===== config.mk =====
export PLATFORM = sky130hd
export DESIGN_NAME = tseq_conv_sequencer
export DESIGN_NICKNAME = d
export VERILOG_FILES = /design/src/rtl/tseq_pkg.sv /design/src/rtl/tseq_timer.sv /design/src/rtl/tseq_format.sv /design/src/rtl/tseq_publish.sv /design/src/rtl/tseq_conv_sequencer.sv
export SDC_FILE = /design/constraint.sdc
export NUM_CORES = 1
export LEC_CHECK = 0
export BUFFER_PORTS_ARGS = -buffer_cell sky130_fd_sc_hd__buf_2
export CORE_MARGIN = 2
export CORE_UTILIZATION = 61
export DETAILED_ROUTE_END_ITERATION = 8
export PLACE_DENSITY_LB_ADDON = 0.3
export SYNTH_ARGS = -nofsm -noshare
export SYNTH_HDL_FRONTEND = slang
export SYNTH_HIERARCHICAL = 1
export SYNTH_SLANG_ARGS = --single-unit

===== constraint.sdc =====
create_clock -name clk -period 5.85 [get_ports clk]
set_clock_uncertainty 0.05 [all_clocks]
set_input_delay 0.2925 -clock clk [delete_from_list [all_inputs] [get_ports clk]]
set_output_delay 0.2925 -clock clk [all_outputs]
set_load 0.005 [all_outputs]

===== src/rtl/tseq_pkg.sv =====
// Package: shared constants and helpers for the conversion sequencer.
// Assumes: resolution code is 2 bits; the data word is 16 bits wide.
package tseq_pkg;
    localparam int SMP_W  = 12;
    localparam int WORD_W = 16;
    localparam logic [1:0] RES_9BIT = 2'b00;

    // Keep-mask for a result: top 9+code bits kept, the rest cleared.
    function automatic logic [WORD_W-1:0] res_mask(input logic [1:0] code);
        logic [WORD_W-1:0] ones;
        ones = '1;
        return ~(ones >> (5'd9 + {3'b000, code}));
    endfunction
endpackage


===== src/rtl/tseq_timer.sv =====
// Module: conversion timer. Runs conversions back to back, latching the
// resolution code at the start of each one and flagging its last cycle.
// Assumes: BASE_TICKS >= 2; the period for code c is BASE_TICKS << c.
module tseq_timer #(
    parameter int BASE_TICKS = 7_500_000
) (
    input  logic       clk,
    input  logic       rst_n,
    input  logic [1:0] res_code,
    input  logic       shutdown,
    output logic       active,
    output logic       last,
    output logic [1:0] code_q
);
    localparam int CNT_W = $clog2(BASE_TICKS * 8 + 1);

    logic [CNT_W-1:0] cnt;
    logic [CNT_W-1:0] limit;

    // Period of the running conversion in cycles.
    assign limit = CNT_W'(BASE_TICKS) << code_q;
    // Final cycle of the running conversion.
    assign last  = active && (cnt == limit - CNT_W'(1));

    // Count cycles, roll over into the next conversion or into standby.
    always_ff @(posedge clk) begin
        if (!rst_n) begin
            active <= 1'b1;
            cnt    <= '0;
            code_q <= tseq_pkg::RES_9BIT;
        end else if (active) begin
            if (last) begin
                cnt    <= '0;
                code_q <= res_code;
                active <= !shutdown;
            end else begin
                cnt <= cnt + CNT_W'(1);
            end
        end else if (!shutdown) begin
            active <= 1'b1;
            cnt    <= '0;
            code_q <= res_code;
        end
    end
endmodule


===== src/rtl/tseq_format.sv =====
// Module: result formatter. Left-justifies a 12-bit sample into 16 bits
// and clears every bit below the selected resolution.
// Assumes: purely combinational; code is the code of the finishing conversion.
module tseq_format (
    input  logic [tseq_pkg::SMP_W-1:0]  smp,
    input  logic [1:0]                  code,
    output logic [tseq_pkg::WORD_W-1:0] word
);
    localparam int PAD_W = tseq_pkg::WORD_W - tseq_pkg::SMP_W;

    // Justify, then apply the resolution keep-mask.
    always_comb begin
        word = {smp, {PAD_W{1'b0}}} & tseq_pkg::res_mask(code);
    end
endmodule


===== src/rtl/tseq_publish.sv =====
// Module: result publisher. Strobes each result to the comparison path
// and updates the readable register unless a read is in progress.
// Assumes: 'last' is a single-cycle pulse from the timer.
module tseq_publish (
    input  logic                        clk,
    input  logic                        rst_n,
    input  logic                        last,
    input  logic                        read_busy,
    input  logic [tseq_pkg::WORD_W-1:0] word,
    output logic                        conv_done,
    output logic [tseq_pkg::WORD_W-1:0] cmp_value,
    output logic [tseq_pkg::WORD_W-1:0] temp_reg
);
    // Comparison path: every completion is forwarded.
    always_ff @(posedge clk) begin
        if (!rst_n) begin
            conv_done <= 1'b0;
            cmp_value <= '0;
        end else begin
            conv_done <= last;
            if (last) cmp_value <= word;
        end
    end

    // Readable register: skip the completion that overlaps a read.
    always_ff @(posedge clk) begin
        if (!rst_n) begin
            temp_reg <= '0;
        end else if (last && !read_busy) begin
            temp_reg <= word;
        end
    end
endmodule


===== src/rtl/tseq_conv_sequencer.sv =====
// Module: top of the conversion sequencer. Wires the timer, formatter and
// publisher; the sample port stands in for the analog converter.
// Assumes: smp_data is valid during the last cycle of each conversion.
module tseq_conv_sequencer #(
    parameter int BASE_TICKS = 7_500_000
) (
    input  logic        clk,
    input  logic        rst_n,
    input  logic [1:0]  res_code,
    input  logic        shutdown,
    input  logic        read_busy,
    input  logic [11:0] smp_data,
    output logic        conv_done,
    output logic [15:0] cmp_value,
    output logic [15:0] temp_reg,
    output logic        converting
);
    logic       last;
    logic [1:0] code_q;
    logic [15:0] word;

    tseq_timer #(.BASE_TICKS(BASE_TICKS)) u_timer (
        .clk(clk), .rst_n(rst_n), .res_code(res_code), .shutdown(shutdown),
        .active(converting), .last(last), .code_q(code_q)
    );

    tseq_format u_format (
        .smp(smp_data), .code(code_q), .word(word)
    );

    tseq_publish u_publish (
        .clk(clk), .rst_n(rst_n), .last(last), .read_busy(read_busy),
        .word(word), .conv_done(conv_done), .cmp_value(cmp_value),
        .temp_reg(temp_reg)
    );
endmodule


Yosys cells after proc, flatten, opt, wreduce, memory -nomap -nowiden
Cells that the tools add are included.
{"block": "word_totals", "inputBits": 18, "elab_cells": 30, "register_bits": 62}
{"block": "classes", "n_reduce_logical": 5, "add_sub_neg": 3, "mux": 9, "shifts": 2, "eq_ne": 3, "bitwise_logic": 2}
{"cell": "26-bit two-way mux", "n": 3}
{"cell": "26-bit by 1-bit adder with 26-bit output (second input constant)", "n": 1}
{"cell": "26-bit equality test", "n": 1}
{"cell": "23-bit by 2-bit << shifter with 26-bit output (first input constant)", "n": 1}
{"cell": "26-bit by 1-bit subtractor with 26-bit output (second input constant)", "n": 1}
{"cell": "16-bit AND", "n": 1}
{"cell": "16-bit inverter", "n": 1}
{"cell": "16-bit by 5-bit >> shifter with 16-bit output (first input constant)", "n": 1}
{"cell": "2-bit two-way mux", "n": 3}
{"cell": "4-bit by 2-bit adder with 5-bit output (first input constant)", "n": 1}
{"cell": "2-bit by 1-bit inequality test with 1-bit output (second input constant)", "n": 2}
{"cell": "1-bit two-way mux", "n": 3}
{"cell": "1-bit logical AND", "n": 2}
{"cell": "1-bit zero test", "n": 2}
{"cell": "2-bit AND reduction", "n": 1}

Depth between registers and ports, before layout
{"block": "depth", "ltp_word": 6, "depth_mapped": 11, "mapped_depth_nobuf": 8}

By module
Netlist, hierarchy kept.
{"module": "tseq_timer", "cells_each": 224, "n_inst": 1, "area_per_inst_um2": 1870.5, "seq_area_each_um2": 580.6}
{"module": "tseq_publish", "cells_each": 124, "n_inst": 1, "area_per_inst_um2": 1292.5, "seq_area_each_um2": 660.6}
{"module": "tseq_format", "cells_each": 17, "n_inst": 1, "area_per_inst_um2": 122.6, "seq_area_each_um2": 0.0}

Least setup slack after synthesis
Ideal clock, no wire load.
{"block": "synth_timing", "path_type": "reg2reg", "startpoint": "reg u_timer.code_q[1]", "endpoint": "reg u_publish/temp_reg[10] (netlist name)", "t_required_ps": 5728, "stages_incl_launch_ff": 12, "setup_time_ps": 72, "arrival_time_ps": 2540, "n_path_buf": 3, "synth_period_minus_slack_ps": 2662, "setup_slack_ps": 3188, "cell_sequence": "dfxtp_1 inv_1 ha_1 nor4bb_1 o22ai_1 nor4_4 and3_1 buf_6 nor2b_4 buf_6 buf_12 mux2i_1"}
{"block": "synth_via", "elab_chain_len": 5}
{"element": "from (decl)", "line": "tseq_timer.sv:13", "source": "output logic [1:0] code_q"}
{"element": "from (signal assigned)", "line": "tseq_timer.sv:30", "source": "code_q <= tseq_pkg::RES_9BIT;"}
{"element": "from (signal assigned)", "line": "tseq_timer.sv:34", "source": "code_q <= res_code;"}
{"element": "from (signal assigned)", "line": "tseq_timer.sv:42", "source": "code_q <= res_code;"}
{"element": "23-bit by 2-bit << shifter with 26-bit output", "line": "tseq_timer.sv:21", "source": "assign limit = CNT_W'(BASE_TICKS) << code_q;"}
{"element": "26-bit by 1-bit subtractor with 26-bit output", "line": "tseq_timer.sv:23", "source": "assign last = active && (cnt == limit - CNT_W'(1));"}
{"element": "26-bit equality test", "line": "tseq_timer.sv:23"}
{"element": "1-bit logical AND", "line": "tseq_timer.sv:23"}
{"element": "named net last", "line": "tseq_conv_sequencer.sv:18", "source": "logic last;"}
{"element": "1-bit logical AND", "line": "tseq_publish.sv:29", "source": "end else if (last && !read_busy) begin"}
{"element": "to (signal assigned)", "line": "tseq_publish.sv:30", "source": "temp_reg <= word;"}
{"element": "to (decl)", "line": "tseq_publish.sv:12", "source": "output logic [tseq_pkg::WORD_W-1:0] temp_reg"}
The timed path passes the listed nets, and every way through them passes these cells.
A chain may end at the register's enable or synchronous reset.

Worst setup path in the final report
{"block": "layout_timing", "startpoint": "reg u_timer.code_q[1]", "endpoint": "reg u_publish/temp_reg[4] (netlist name)"}
Same word-level chain as after synthesis.

==> key figures <==
GRT
  • Largest net degree at the start of global routing: 56
  • Initial antenna violation count: 0
  • GR Overflow Total: 0
  • GRT Overall Usage: approximately 25%
  • Global-route wire length before repair: between 10 and 15 mm
  • Vias in the first global route: 2586

Finish
  • Most frequent cells in the layout: 62 x dfxtp_1, 58 x nand2_1, 51 x buf_2, 34 x mux2i_1, 22 x nor2b_1
  • Commonest non-fill, non-tap cell in the layout: dfxtp_1
  • Layout cells sized above 1: 19.9%
  • Fill cell count: 421
  • # diodes: 0
  • Largest register FFs: 26
  • Layout area overhead: 10.6%
  • Layout net count: 426

Clocking
  • H-tree depth: 3
  • Num CTS Buffers: 9
  • CTS tree: done
  • Clock tree buffer depth: 2
  • CTS sink cnt: 62
  • Postcts setup bufs: 0
  • Clock root buffer: clkbuf_8
  • Hold_buf cts: 0
  • Worst skew pair latency: 340 ps
  • CTS resizes: 0
  • Clk pin slew, worst setup/hold paths: 70 ps

Yosys
  • Synth Instances: 365
  • Complex-gate fraction of the synthesized area: 10.1%
  • Flops & latches, synth: 62
  • Mux cell area share after synthesis: 10.4%
  • Asr flop ratio synth: 0%
  • Post-Synth Simple-Gate Area: 26.4%
  • Synthesis Warnings: 6
  • Primary FF master, synth: dfxtp_1
  • Sequential area share after synthesis: approximately 38%
  • Yosys cell types: a little under 60
  • Post-synthesis xor/xnor area fraction: 3.47%
  • Synth area leader: dfxtp_1
  • Synth Cell Area: 3290 um2
  • Synth area leaders: dfxtp_1 38%, mux2i_1 10%, nand2_1 6.6%, buf_4 4.3%, nor2b_1 4.2%
  • Avg Inst Size Synth: 9.00 um2
  • Largest family of logic cells by synthesized area: simple AND/OR/NAND/NOR gates
  • EDFF count, synth: 0
  • Adder-cell area share of the yosys netlist: 3.43%
  • Synth top area share: 37.8%

Power
  • Comb power frac: 3.1%
  • Internal power: 693 uW
  • Sequential Power Share: 48.8%
  • Power share of the clock group: 48.1%
  • PwrDens: 240 nW/um2
  • P_sw: 180 uW
  • Peak VDD IR: approximately 140 uV
  • Switching fraction of total power: between 20% and 30%
  • Leakage power: 1.41 nW

Die
  • Num rows: 26
  • Core area: approximately 5000 um2
  • Die ar.: 5990 um2
  • Initial Util: 63.9%
  • Die X: 77.4 um
  • Top Ports: 52
  • Die height: 77.4 um

Worst setup path
  • Setup Crit Path Kind: reg2reg
  • CP Launch Type: register
  • WP data required: 6060 ps
  • Critical path data arrival time: 3610 ps
  • Worst-path fanout max: 18
  • CP Capture Type: register

Detailed routing
  • Vias per Instance: roughly 5.7
  • DR WL/cell: ~15 um
  • Routed WL: between 7 and 8 mm
  • Post-route DRC: 0
  • First drt pass iteration count: 4
  • Starting DRT DRC Count: 169
  • Vias: 2696
  • ANT nets after route: 0

STA
  • Hold Fails Final Rpt: 0
  • Slew margin rel.: 46.5%
  • Peak Freq: 295 MHz
  • Fin. max-slew vios: 0
  • Worst slew pin tran: 802 ps
  • Final hold slack: 97.5 ps
  • Setup tns final: 0 ps
  • Final Setup Violations: 0
  • RSZ-0062 raised after global routing: no
  • Min Tclk post-route: 3390 ps
  • Final period util: roughly three fifths

Min path
  • Worst min path class: in2reg

Placed design
  • DP HPWL: between 4 and 5 mm
  • Final RePlAce weighted congestion: 0.922
  • Port Buffers: 51

Status
  • Status: complete, no violations

Flow run
  • Max cap viols: 0
-- metrics by stage --
step	area, um2	util (%)	power (mW)	std cells	worst slack, ps
final	3630	70.7	0.874	473	2460
after global routing	3630	70.7	0.899	473	2180
after CTS	3630	70.7	0.878	473	2440
after detailed placement	3410	66.4	0.462	458	2470
after global placement	3410	66.4	0.462	458	2690
after floorplan	3300	-	0.459	368	3190
-- Yosys cell counts, drive strengths merged (2+ instances only) --
| library cell | count |
|---|---|
| dfxtp | 62 |
| nand2 | 58 |
| mux2i | 34 |
| buf | 25 |
| nor2b | 23 |
| nand3 | 17 |
| o21ai | 16 |
| a21oi | 12 |
| inv | 11 |
| ha | 9 |
| nand4 | 8 |
| xor2 | 8 |
| and2 | 7 |
| and3 | 7 |
| clkbuf | 7 |
| or3 | 6 |
| nor2 | 5 |
| xnor2 | 5 |
| and4 | 4 |
| nor3 | 4 |
| nand4b | 3 |
| o311ai | 3 |
| a21o | 2 |
| a311o | 2 |
| a31oi | 2 |
| nor3b | 2 |
| nor4 | 2 |
| nor4b | 2 |
| o22ai | 2 |
| o31ai | 2 |
-- power groups by stage --
stage / combinational (mW) / sequential, mW / clock, mW
floorplan: 0.0240 / 0.435 / 0
global placement: 0.0261 / 0.436 / 0
detailed placement: 0.0264 / 0.436 / 0
CTS: 0.0266 / 0.426 / 0.425
global route: 0.0302 / 0.426 / 0.443
finish: 0.0269 / 0.426 / 0.421
-- path summary, 6_finish.rpt --
kind	depth (start not counted)	end	start	slack, ps
worst max-delay path	9	u_publish/temp_reg[4]$_SDFFE_PN0P_	u_timer/code_q[1]$_SDFFE_PN0P_	2460
worst max register to register	9	u_publish/temp_reg[4]$_SDFFE_PN0P_	u_timer/code_q[1]$_SDFFE_PN0P_	2460
worst min-delay path	2	u_timer/active$_SDFF_PN1_	shutdown	100
worst min register to register	2	u_publish/temp_reg[2]$_SDFFE_PN0P_	u_publish/temp_reg[2]$_SDFFE_PN0P_	400
-- cell type report --
cell class              count  area [um2]  area share (%)
clock inverters             4        70.1            1.93
multi-input cells         263        1780            49.0
flip-flops and latches     62        1240            34.1
clock buffers              11         151            4.17
well taps                  70        87.6            2.41
inverters                  11        41.3            1.14
repair buffers             52         263            7.23
-- per-layer routing --
layer | global-route usage [%] | routed length (um) | up-vias
li1 | - | - | 1325
met1 | 29.1 | 3030 | 1274
met2 | 42.3 | 3530 | 74
met3 | 6.40 | 421 | 23
met4 | 13.0 | 195 | 0
met5 | 0 | 0 | -
-- worst max-delay path, cell delays in order, from the launching register on --
cell and delay (ps):
dfxtp_1 530, inv_1 200, ha_1 370, nor4bb_1 290
o22ai_1 160, nor4_4 290, and3_1 210, buf_4 290
nor2b_4 610, mux2i_1 290
-- cell families after synthesis --
kind of cell / after synthesis
and+or+nand+nor: 154
DFF: 62
AOI/OAI and AO/OA: 49
buffers and inverters: 43
muxes: 34
xor gates and xnor gates: 13
adders and majority gates: 9
other: 1
Power figures use the tool's default switching activity.
